## config.mk

```make
export PLATFORM = sky130hd
export DESIGN_NAME = intc8_top
export DESIGN_NICKNAME = d
export VERILOG_FILES = /design/src/rtl/intc8_pkg.sv /design/src/rtl/intc8_cfg.sv /design/src/rtl/intc8_core.sv /design/src/rtl/intc8_top.sv
export SDC_FILE = /design/constraint.sdc
export NUM_CORES = 1
export LEC_CHECK = 0
export ABC_AREA = 1
export ABC_CLOCK_PERIOD_IN_PS = 6300
export BUFFER_PORTS_ARGS = -buffer_cell sky130_fd_sc_hd__buf_4
export CAP_MARGIN = 10
export CELL_PAD_IN_SITES_DETAIL_PLACEMENT = 1
export CELL_PAD_IN_SITES_GLOBAL_PLACEMENT = 1
export CORE_ASPECT_RATIO = 0.6
export CORE_MARGIN = 2
export CORE_UTILIZATION = 45
export DETAILED_ROUTE_END_ITERATION = 12
export PLACE_DENSITY_LB_ADDON = 0.25
export SLEW_MARGIN = 20
export SYNTH_ARGS = -nofsm -noshare
export SYNTH_HDL_FRONTEND = slang
export SYNTH_HIERARCHICAL = 1
export SYNTH_SLANG_ARGS = --single-unit
```

## constraint.sdc

```tcl
create_clock -name clk -period 6.3 [get_ports clk]
set_clock_uncertainty 0.2 [all_clocks]
set_input_delay 1.26 -clock clk [delete_from_list [all_inputs] [get_ports clk]]
set_output_delay 1.26 -clock clk [all_outputs]
set_load 0.01 [all_outputs]
```

## src/rtl/intc8_pkg.sv

```systemverilog
package intc8_pkg;
  localparam int NLINES = 8;
  localparam int IDXW   = $clog2(NLINES);
  localparam int DW     = 8;
  localparam int BASEW  = DW - IDXW;

  typedef enum logic [1:0] {
    STEP_IDLE = 2'd0,
    STEP_BASE = 2'd1,
    STEP_CASC = 2'd2,
    STEP_MODE = 2'd3
  } cfg_step_e;

  // index of highest set bit, zero when none
  function automatic logic [IDXW-1:0] top_index(input logic [NLINES-1:0] v);
    logic [IDXW-1:0] r;
    r = '0;
    for (int i = 0; i < NLINES; i++)
      if (v[i]) r = IDXW'(i);
    return r;
  endfunction

  // true when no bit at position idx or above is set
  function automatic logic clear_from(input logic [NLINES-1:0] v,
                                      input logic [IDXW-1:0] idx);
    return (v >> idx) == '0;
  endfunction
endpackage

```

## src/rtl/intc8_cfg.sv

```systemverilog
module intc8_cfg
  import intc8_pkg::*;
#(
  parameter bit IS_PRIMARY = 1'b1
) (
  input  logic              clk,
  input  logic              rst_n,
  input  logic              wr_en,
  input  logic              addr,
  input  logic [DW-1:0]     wdata,
  output logic [NLINES-1:0] imr,
  output logic [BASEW-1:0]  base,
  output logic [DW-1:0]     cas_map,
  output logic              auto_eoi,
  output logic              rd_pend,
  output logic              eoi_req,
  output logic              eoi_spec,
  output logic [IDXW-1:0]   eoi_line
);
  cfg_step_e         step_q, step_n;
  logic [NLINES-1:0] imr_q, imr_n;
  logic [BASEW-1:0]  base_q, base_n;
  logic [DW-1:0]     map_q, map_n, map_w;
  logic              auto_q, auto_n, rdp_q, rdp_n, casc_q, casc_n, four_q, four_n;
  logic              is_init, is_op, is_rdc, is_data;

  generate
    if (IS_PRIMARY) begin : g_pri
      assign map_w = wdata;
    end else begin : g_sec
      assign map_w = {{(DW-IDXW){1'b0}}, wdata[IDXW-1:0]};
    end
  endgenerate

  always_comb begin
    is_init = wr_en && !addr && wdata[4];
    is_op   = wr_en && !addr && (wdata[4:3] == 2'b00);
    is_rdc  = wr_en && !addr && (wdata[4:3] == 2'b01);
    is_data = wr_en && addr;

    eoi_req  = is_op && ((wdata[7:5] == 3'b001) || (wdata[7:5] == 3'b011));
    eoi_spec = wdata[6];
    eoi_line = wdata[IDXW-1:0];

    step_n = step_q;
    imr_n  = imr_q;
    base_n = base_q;
    map_n  = map_q;
    auto_n = auto_q;
    rdp_n  = rdp_q;
    casc_n = casc_q;
    four_n = four_q;

    if (is_init) begin
      imr_n  = '0;
      casc_n = !wdata[1];
      four_n = wdata[0];
      if (!wdata[0]) auto_n = 1'b0;
      step_n = STEP_BASE;
    end else if (is_rdc) begin
      if (wdata[1]) rdp_n = wdata[0];
    end else if (is_data) begin
      unique case (step_q)
        STEP_IDLE: imr_n = wdata;
        STEP_BASE: begin
          base_n = wdata[DW-1:IDXW];
          if (casc_q) step_n = STEP_CASC;
          else begin
            map_n  = '0;
            step_n = STEP_IDLE;
          end
        end
        STEP_CASC: begin
          map_n  = map_w;
          step_n = four_q ? STEP_MODE : STEP_IDLE;
        end
        STEP_MODE: begin
          auto_n = wdata[1];
          step_n = STEP_IDLE;
        end
        default: step_n = STEP_IDLE;
      endcase
    end
  end

  always_ff @(posedge clk or negedge rst_n) begin
    if (!rst_n) begin
      step_q <= STEP_IDLE;
      imr_q  <= '0;
      base_q <= '0;
      map_q  <= '0;
      auto_q <= 1'b0;
      rdp_q  <= 1'b1;
      casc_q <= 1'b0;
      four_q <= 1'b0;
    end else if (wr_en) begin
      step_q <= step_n;
      imr_q  <= imr_n;
      base_q <= base_n;
      map_q  <= map_n;
      auto_q <= auto_n;
      rdp_q  <= rdp_n;
      casc_q <= casc_n;
      four_q <= four_n;
    end
  end

  assign imr      = imr_q;
  assign base     = base_q;
  assign cas_map  = map_q;
  assign auto_eoi = auto_q;
  assign rd_pend  = rdp_q;
endmodule

```

## src/rtl/intc8_core.sv

```systemverilog
module intc8_core
  import intc8_pkg::*;
(
  input  logic              clk,
  input  logic              rst_n,
  input  logic [NLINES-1:0] irq_in,
  input  logic [NLINES-1:0] imr,
  input  logic              auto_eoi,
  input  logic              ack,
  input  logic              eoi_req,
  input  logic              eoi_spec,
  input  logic [IDXW-1:0]   eoi_line,
  output logic [NLINES-1:0] irr,
  output logic [NLINES-1:0] isr,
  output logic              pulse,
  output logic [IDXW-1:0]   sel_line,
  output logic              sel_valid
);
  logic [NLINES-1:0] pins_q, irr_q, isr_q, irr_n, isr_n;
  logic [NLINES-1:0] rise, ack_mask, eoi_mask;
  logic [IDXW-1:0]   eoi_idx;
  logic              take, eoi_evt, pulse_q, pulse_n;

  always_comb begin
    rise      = irq_in & ~pins_q & ~imr;
    sel_valid = |irr_q;
    sel_line  = top_index(irr_q);
    take      = ack && sel_valid;
    ack_mask  = take ? (NLINES'(1) << sel_line) : '0;
    eoi_idx   = eoi_spec ? eoi_line : top_index(isr_q);
    eoi_mask  = eoi_req ? (NLINES'(1) << eoi_idx) : '0;

    irr_n = (irr_q & ~ack_mask) | rise;
    if (auto_eoi) isr_n = isr_q & ~eoi_mask & ~ack_mask;
    else          isr_n = (isr_q & ~eoi_mask) | ack_mask;

    eoi_evt = eoi_req || (take && auto_eoi);
    pulse_n = ((|rise) && clear_from(isr_n, top_index(rise))) ||
              (eoi_evt && (|irr_n) && clear_from(isr_n, top_index(irr_n)));
  end

  always_ff @(posedge clk or negedge rst_n) begin
    if (!rst_n) begin
      pins_q  <= '0;
      irr_q   <= '0;
      isr_q   <= '0;
      pulse_q <= 1'b0;
    end else begin
      pins_q  <= irq_in;
      irr_q   <= irr_n;
      isr_q   <= isr_n;
      pulse_q <= pulse_n;
    end
  end

  assign irr   = irr_q;
  assign isr   = isr_q;
  assign pulse = pulse_q;
endmodule

```

## src/rtl/intc8_top.sv

```systemverilog
module intc8_top
  import intc8_pkg::*;
#(
  parameter bit IS_PRIMARY = 1'b1
) (
  input  logic              clk,
  input  logic              rst_n,
  input  logic              reg_addr,
  input  logic              reg_wr,
  input  logic [DW-1:0]     reg_wdata,
  output logic [DW-1:0]     reg_rdata,
  input  logic [NLINES-1:0] irq_in,
  output logic              int_pulse,
  input  logic              int_ack,
  output logic [DW-1:0]     int_vector,
  output logic              vec_from_sec,
  output logic [DW-1:0]     cas_cfg
);
  logic [NLINES-1:0] imr_w, irr_w, isr_w;
  logic [BASEW-1:0]  base_w;
  logic              auto_w, rdp_w, eoi_req_w, eoi_spec_w, sel_valid_w;
  logic [IDXW-1:0]   eoi_line_w, sel_line_w;

  intc8_cfg #(.IS_PRIMARY(IS_PRIMARY)) u_cfg (
    .clk(clk), .rst_n(rst_n), .wr_en(reg_wr), .addr(reg_addr),
    .wdata(reg_wdata), .imr(imr_w), .base(base_w), .cas_map(cas_cfg),
    .auto_eoi(auto_w), .rd_pend(rdp_w), .eoi_req(eoi_req_w),
    .eoi_spec(eoi_spec_w), .eoi_line(eoi_line_w)
  );

  intc8_core u_core (
    .clk(clk), .rst_n(rst_n), .irq_in(irq_in), .imr(imr_w),
    .auto_eoi(auto_w), .ack(int_ack), .eoi_req(eoi_req_w),
    .eoi_spec(eoi_spec_w), .eoi_line(eoi_line_w), .irr(irr_w),
    .isr(isr_w), .pulse(int_pulse), .sel_line(sel_line_w),
    .sel_valid(sel_valid_w)
  );

  assign reg_rdata  = reg_addr ? imr_w : (rdp_w ? irr_w : isr_w);
  assign int_vector = {base_w, sel_line_w};

  generate
    if (IS_PRIMARY) begin : g_flag
      assign vec_from_sec = int_ack && sel_valid_w && cas_cfg[sel_line_w];
    end else begin : g_noflag
      assign vec_from_sec = 1'b0;
    end
  endgenerate
endmodule

```

# Yosys cells after proc, flatten, opt, wreduce, memory -nomap -nowiden
# Index checks and enable logic that the tools add are counted.
# W data, S select, Z words.
[classes] add_sub_neg=0 multipliers=0 div_mod_pow=0 magnitude_cmp=1 eq_ne=9 shift=4 muxes=53 n_bitwise=13 reduce_logical=36
[op_table] operator="$mux W8" n=10
[op_table] operator="$mux W3" n=19
[op_table] operator="$and A8 B8 Y8" n=5
[op_table] operator="$not A8 Y8" n=4
[op_table] operator="$reduce_or A8 Y1" n=3
[op_table] operator="$mux W2" n=11
[op_table] operator="$logic_not A8 Y1" n=2
[op_table] operator="$or A8 B8 Y8" n=2
[op_table] operator="$pmux W8 S2" n=1
[op_table] operator="$shl A1 B3 Y8 const A" n=2
[op_table] operator="$shr A8 B3 Y8" n=2
[op_table] operator="$logic_and A1 B1 Y1" n=12
[op_table] operator="$reduce_and A4 Y1" n=3
[op_table] operator="$mux W1" n=10
[op_table] operator="$reduce_and A5 Y1" n=2
[op_table] operator="$reduce_bool A2 Y1" n=4
[op_table] operator="$pmux W2 S3" n=1
[op_table] operator="$reduce_and A6 Y1" n=1
[op_table] operator="$eq A2 B1 Y1 const B" n=2
[op_table] operator="$eq A2 B2 Y1 const B" n=2
[op_table] operator="$logic_not A2 Y1" n=2
[op_table] operator="$lt A3 B4 Y1 const B" n=1
[op_table] operator="$ne A2 B2 Y1 const B" n=2
[op_table] operator="$reduce_bool A4 Y1" n=1
[op_table] operator="8 further kinds" n=12
[word_totals] reg_bits=52 latch_bits=0 mem_bits_rw=0 rom_bits=0 input_bits=21 out_inout_bits=26 elab_cells=128 mem_count=0

# Logic depth before layout (Yosys ltp)
# Gate-level depths: netlist of the first run.
[depth] depth_word=23 ltp_mapped=20 ltp_nobuf=20

# Cells and area by module
# Netlist of the first run, hierarchy kept.
[modules_own_cells] mod="intc8_core" n_inst=1 cells_each=217 area_each_um2=1579.0 seq_area_each_um2=625.6
[modules_own_cells] mod="intc8_cfg" n_inst=1 cells_each=149 area_each_um2=1328.8 seq_area_each_um2=676.9
[modules_own_cells] mod="intc8_top" n_inst=1 cells_each=63 area_each_um2=269.0 seq_area_each_um2=0.0

# Worst setup path after synthesis of the first run
# No wires, ideal clock.
[synth_timing] path_kind="input to output" startpoint="input port reg_addr" endpoint="output port reg_rdata[2]" arrival_time_ns=1.755 required_time_ns=4.840 slack_ns=3.085 path_stages=4 n_path_buf=1 cell_sequence="buf_2 inv_2 nor2_1 a21oi_1"
[synth_via] elab_chain_len=1
[synth_lines] item="start: declaration" line="intc8_top.sv:8" source="input logic reg_addr,"
[synth_lines] item="$mux W8" line="intc8_top.sv:39" source="assign reg_rdata = reg_addr ? imr_w : (rdp_w ? irr_w : isr_w);"
[synth_lines] item="end: declaration" line="intc8_top.sv:11" source="output logic [DW-1:0] reg_rdata,"
# Every way passes these cells.

# Final worst setup path of the first run
[layout_timing] startpoint="register u_core.irr_q[2] (netlist: u_core/irr[2])" endpoint="output port vec_from_sec"
[layout_via] elab_chain_len=9 elab_cells_between_ends=11 cone_classes="mux (8); reduce/logical (3)"
[layout_lines] item="start: declaration" line="intc8_core.sv:19" source="logic [NLINES-1:0] pins_q, irr_q, isr_q, irr_n, isr_n;"
[layout_lines] item="start signal: assignment" line="intc8_core.sv:50" source="irr_q <= irr_n;"
[layout_lines] item="$mux W3 (6 in a row)" line="intc8_pkg.sv:19" source="if (v[i]) r = IDXW'(i);"
[layout_lines] item="$bmux W1 S3" line="intc8_top.sv:44" source="assign vec_from_sec = int_ack && sel_valid_w && cas_cfg[sel_line_w];"
[layout_lines] item="$mux W1 (not written as such)" line="intc8_top.sv:44"
[layout_lines] item="$logic_and A1 B1 Y1 (*)" line="intc8_top.sv:44"
[layout_lines] item="end: declaration" line="intc8_top.sv:16" source="output logic vec_from_sec,"
# Every way passes the cells marked *; elsewhere a longest branch is shown, timed or not. The select of a mux whose other input is x is not followed.

==> flow_summary.json, run 1 <==
{
  "synth_seq_area_share": 0.4100,
  "setup_violations": 0,
  "drc_errors": 0,
  "ys_types": 41,
  "die_y_um": 69.08,
  "postCtsHoldBufs": 0,
  "synthTopCellsByArea": "dfrtp_1, nand2_1, inv_1",
  "synth_fp_nets": 454,
  "rows": 23,
  "wirelength_mm": 10.30,
  "rsz0062_at_grt": "false",
  "antenna_found_initial": 0,
  "drive_gt1_frac": 0.2452,
  "leakagePower_nw": 1.952,
  "dieWidth_um": 112.5,
  "slew_headroom": 0.5388,
  "synth.top_cell.area_share": 0.4017,
  "synth_edf_count": 0,
  "syn2layout_area_growth_pct": 17.01,
  "max_stage_delay_ns": 0.43,
  "viasPerCell": 5.377,
  "gp_congestion": 1.015,
  "hp-class": "flop to flop",
  "h-tree-depth": 2,
  "cts_tree": "yes",
  "cts_root_buf": "clkbuf_16",
  "avgSynthCellArea_um2": 7.405,
  "clk_path_buf_depth": 2,
  "clock_latency_ns": 0.30,
  "timing_hold_violations_final": 0,
  "multi_input_area_um2": 1538,
  "tightest_slew_ns": 0.6918,
  "fin_ws_ns": 2.826,
  "slowest_stage": "dfrtp_1",
  "path_class": "flop to primary output",
  "dpl.hpwl_mm": 8.061,
  "grt_remaining_overflow": 0,
  "period_needed_ns": 3.474,
  "io-pin-count": 47,
  "synth_seq_cells": 52,
  "arrival_ns": 2.01,
  "netlist_instances": 429,
  "clock-sinks": 52,
  "final.setup.tns_ns": 0,
  "synthesis.area_um2": 3177,
  "port_buffers": 46,
  "nFillCells": 882,
  "drt-initial-drc-count": 277,
  "drv_cap": 0,
  "avgRoutedWirePerCell_um": 18.39,
  "critPathLaunchType": "flop",
  "grt_pass1_vias": 3051,
  "status": "finished clean",
  "end_kind": "primary output",
  "vias": 3011,
  "post-route-period-util": 0.5514,
  "drv_slew": 0,
  "required_ns": 4.84,
  "core-area_um2": 6763,
  "synth_common_cells": "nand2_1, dfrtp_1, inv_1",
  "critPathMaxFanout": 7,
  "ant_nets": 0,
  "drt_first_pass_iters": 5,
  "grt_max_degree": 53,
  "clock.fmax_mhz": 287.9,
  "cts_setup_buffers": 0,
  "numCtsBuffers": 5,
  "synthArstFlopShare": 1.000,
  "post_cts_resized": 0,
  "die_area_um2": 7769,
  "cp_common_cell": "nand2_1",
  "nets": 497,
  "ys.flop_type": "dfrtp_1",
  "start_util": 0.4698,
  "yosysWarnings": 6,
  "synth_most_common_cell": "nand2_1",
  "yosys.area.top_type": "dfrtp_1",
  "grt_pass1_wl_mm": 16.70,
  "groute.usage.overall": 0.2779,
  "n_antenna_cell": 0,
  "vdd_drop_max_mv": 0.2325,
  "crit_chain": "inv_1 -> nand2_1 -> nand2_1 -> nand2_1 -> nand2_2 -> nand2_2 -> nand2_1 -> inv_2 -> nand2_1 -> nand3_1 -> nand2_1 -> nand2_1 -> nand2_1 -> nor2_1 -> buf_4",
  "p_per_area_nw_per_um2": 435.2,
  "regArea_um2": 1303,
  "dp_slack_ns": 2.862,
  "path_clk_slew_ns": 0.07
}
flip-flops by register name (all words and copies together), names as in the netlist:
name and count:
u_cfg/imr 8, u_cfg/cas_map 8, u_core/pins_q 8, u_cfg/four_q 1, u_core/isr 8, u_cfg/base 5
u_cfg/casc_q 1, u_cfg/auto_eoi 1, u_core/irr 8, u_cfg/rd_pend 1, u_core/pulse 1, u_cfg/step_q 2
kinds of logic after synthesis:
family,after synthesis,share of synthesized area
AND/OR/NAND/NOR,241,0.3486
buffers and inverters,76,0.1059
AO/OA/AOI/OAI,56,0.1197
flip-flops,52,0.4100
adder cells (fa/ha/maj),4,0.01575
stage by stage:
step / power (mW) / std cells / area (um2) / util / hold WS [ns]
after global placement: 1.265 / 552 / 3550 / 0.5249 / 0.2570
after detailed placement: 1.289 / 552 / 3550 / 0.5249 / 0.2738
after CTS: 1.615 / 560 / 3717 / 0.5497 / 0.2916
after floorplan: 1.004 / 429 / 3177 / - / 0.2366
final: 1.618 / 560 / 3717 / 0.5497 / 0.2911
after global routing: 1.729 / 560 / 3717 / 0.5497 / 0.3190
critical path, delay by kind of cell, from the launching register on:
family | cells | cell delay [ns]
buf+inv | 3 | 0.30
flops | 1 | 0.43
simple gates | 12 | 0.99
worst paths after layout:
kind	from	end	slack, ns	cells past startpoint
min in group asynchronous	rst_n	u_core/irr[7]	0.81	1
worst max-delay path	u_core/irr[2]	vec_from_sec	2.83	15
worst min-delay path	u_cfg/base[3]	u_cfg/base[3]	0.29	2
max in group asynchronous	rst_n	u_core/irr[3]	4.64	1
worst min register to register	u_cfg/base[3]	u_cfg/base[3]	0.29	2
worst max register to register	u_core/irr[2]	u_core/pulse	3.62	20
power breakdown:
group	switching [mW]	internal [mW]	leakage, nW
sequential	0.122	0.441	0.627
combinational	0.461	0.276	1.25
clock	0.131	0.187	0.0798
total	0.713	0.905	1.95
layout by cell type (no fill, tap or decap), drive strengths merged:
cell type and instances:
o21ai 21, dfrtp 51, nor3 10, clkinv 4, inv 63, dfstp 1, nor3b 1, buf 46
ha 4, nand3 35, bufinv 1, or3b 2, nand4 6, clkinvlp 1, nand2 152, clkbuf 5
o22ai 2, a21boi 1, a221oi 1, a21oi 25, or2 4, o21bai 2, a31oi 2, o2111ai 1
o211a 1, nor2 31
final cells by class:
class,count,share of cell area
well taps,87,0.02928
flip-flops and latches,52,0.3504
clock buffers,5,0.03366
multi-input cells,301,0.4137
repair buffers,46,0.09290
clock inverters,3,0.01144
inverters,66,0.06866
layer usage:
layer	track usage	wire length [um]
met5	0	0
met4	0.05285	74
met3	0.1029	1092
met2	0.3675	4038
met1	0.4304	5095
(Power assumes the default switching activity.)
==> inputs of run 2 (changes only) <==
Settings changed: ABC_AREA 1 to 0, ABC_CLOCK_PERIOD_IN_PS 6300 to 3100, CORE_UTILIZATION 45 to 39.
Clock period 6.3 ns to 3.1 ns, I/O delays scaled along.
==> run 2 against run 1 <==
  * Worst setup slack got worse by 2.8 ns
  * Flip-flop and latch count did not move
  * Register-to-register slack worse by 3.4 ns
  * Global-route usage down 2.5 points
  * Sequential share of layout area fell by 0.49 points
  * Via count is 7.8% lower
  * Die area is 10% higher
  * Worst hold slack lost 0.13 ns
==> flow_summary.json, run 2 <==
{
  "synth_common_cells": "dfrtp_1, nand2_1, inv_1, nor2_1, mux2i_1",
  "antenna_found_initial": 0,
  "synth_fp_nets": 343,
  "clk_path_buf_depth": 2,
  "hp-class": "input port to async pin",
  "post-route-period-util": 0.9805,
  "arrival_ns": 2.22,
  "cts_tree": "yes",
  "cts_root_buf": "clkbuf_16",
  "final_area_um2": 3774,
  "io-pin-count": 47,
  "synthArstFlopShare": 1.000,
  "synth_seq_area_share": 0.4263,
  "tightest_slew_ns": 0.6775,
  "grt_max_degree": 53,
  "wirelength_mm": 10.20,
  "core-area_um2": 7417,
  "setup_violations": 0,
  "grt_remaining_overflow": 0,
  "critPathLaunchType": "flop",
  "leakagePower_nw": 1.647,
  "avgSynthCellArea_um2": 9.608,
  "viasPerCell": 5.844,
  "power_mw": 3.514,
  "groute.usage.overall": 0.2529,
  "path_class": "flop to primary output",
  "vias": 2776,
  "p_per_area_nw_per_um2": 931.2,
  "layout_commonest_cell": "buf_4",
  "numCtsBuffers": 5,
  "clock-sinks": 52,
  "gp_congestion": 1.108,
  "nets": 395,
  "dpl.hpwl_mm": 7.659,
  "yosys.area.top_type": "dfrtp_1",
  "netlist_instances": 318,
  "synth_most_common_cell": "dfrtp_1",
  "die_area_um2": 8582,
  "synth_seq_cells": 52,
  "yosysWarnings": 6,
  "period_needed_ns": 3.039,
  "synthTopCellsByArea": "dfrtp_1, mux2i_1, a22o_1",
  "ys.flop_type": "dfrtp_1",
  "synthesis.area_um2": 3055,
  "start_util": 0.4119,
  "h-tree-depth": 2,
  "ys_types": 64,
  "syn2layout_area_growth_pct": 23.51,
  "vdd_drop_max_mv": 0.4506,
  "path_clk_slew_ns": 0.07,
  "dieWidth_um": 118.3,
  "drv_cap": 0,
  "n_antenna_cell": 0,
  "synth.top_cell.area_share": 0.4177,
  "grt_pass1_vias": 2742,
  "drc_errors": 0,
  "end_kind": "primary output",
  "avgRoutedWirePerCell_um": 21.47,
  "drt_first_pass_iters": 5,
  "synth_edf_count": 0,
  "slew_headroom": 0.5436,
  "drv_slew": 0,
  "die_y_um": 72.56,
  "clock_latency_ns": 0.30,
  "drive_gt1_frac": 0.2642,
  "place_area_um2": 3531,
  "required_ns": 2.28,
  "port_buffers": 46,
  "grt_pass1_wl_mm": 16.10,
  "mostFrequentLayoutCells": "buf_4, dfrtp_1, nand2_1",
  "ant_nets": 0,
  "timing_hold_violations_final": 0,
  "status": "finished clean",
  "critPathMaxFanout": 6,
  "rows": 24,
  "clock.fmax_mhz": 329.0,
  "drt-initial-drc-count": 228
}
-- run 2: changes by cell type in the layout (fill, tap and decap cells not counted), moves of 14 or more --
cell,previous run,this run
inv_1,48,22
inv_2,14,0
mux2i_1,0,20
nand2_1,137,37
nand3_1,32,9
a22o_1,0,16
-- run 2: cell families after synthesis --
group	synth area share
fa+ha+maj	0.02007
compound gates	0.2162
simple gates	0.1798
buf+inv	0.05405
mux	0.1036
flops	0.4263
-- run 2: area by class of cell --
| cell class | instances | area (um2) |
|---|---|---|
| Tap cell | 104 | 130.1 |
| Fill cell | 886 | 3643 |
| Sequential cell | 52 | 1304 |
| Inverter | 22 | 82.58 |
| Multi-Input combinational cell | 230 | 1599 |
| Timing Repair Buffer | 59 | 442.9 |
| Clock inverter | 3 | 90.09 |
| Clock buffer | 5 | 125.1 |
-- run 2: per-stage QoR --
stage | hold slack [ns] | setup WS (ns) | util | std cells | setup TNS, ns
2_1_floorplan | 0.1244 | 0.2601 | - | 318 | 0
3_3_place_gp | 0.2905 | 0.1377 | 0.4760 | 465 | 0
3_5_place_dp | 0.3016 | 0.09809 | 0.4760 | 465 | 0
4_1_cts | 0.1731 | 0.01017 | 0.5056 | 473 | 0
5_1_grt | 0.2034 | -0.01321 | 0.5088 | 475 | -0.01321
6_report | 0.1573 | 0.06052 | 0.5088 | 475 | 0
-- run 2: what timing repair did --
item,in CTS,in global routing
hold buffers,0,0
setup buffers,0,2
gates resized for setup,4,2
pin swaps,1,2
setup endpoints to repair,1,1
-- run 2: power breakdown --
| part | switching [mW] | internal [mW] | total, mW |
|---|---|---|---|
| combinational | 0.805 | 0.691 | 1.50 |
| clock | 0.262 | 0.544 | 0.806 |
| sequential | 0.316 | 0.896 | 1.21 |
| total | 1.38 | 2.13 | 3.51 |
-- run 2: critical path, stage by stage (launching register included) --
cell,delay [ns]
dfrtp_1,0.52
inv_1,0.10
a21oi_2,0.19
nor2_2,0.11
o21bai_2,0.18
mux4_2,0.52
nor2_1,0.10
a311oi_1,0.05
buf_4,0.15
-- run 2: final timing paths --
check,endpoint,from,slack [ns],cells past startpoint
max,vec_from_sec,u_core/irr[3],0.06,8
min,u_cfg/base[3],rst_n,0.16,1
max reg2reg,u_core/pulse,u_core/irr[4],0.25,7
min reg2reg,u_cfg/base[4],u_cfg/base[4],0.32,1
max in group asynchronous,u_core/irr[2],rst_n,2.05,1
min in group clk,u_core/pins_q[3],irq_in[3],0.23,1
-- run 2: metal layers --
metal	vias to the layer above	global-route usage	part of all wire
met5	-	0	0
met4	0	0.08835	0.013
met3	9	0.08412	0.099
met2	125	0.3237	0.38
met1	1393	0.3879	0.51
li1	1249	-	-
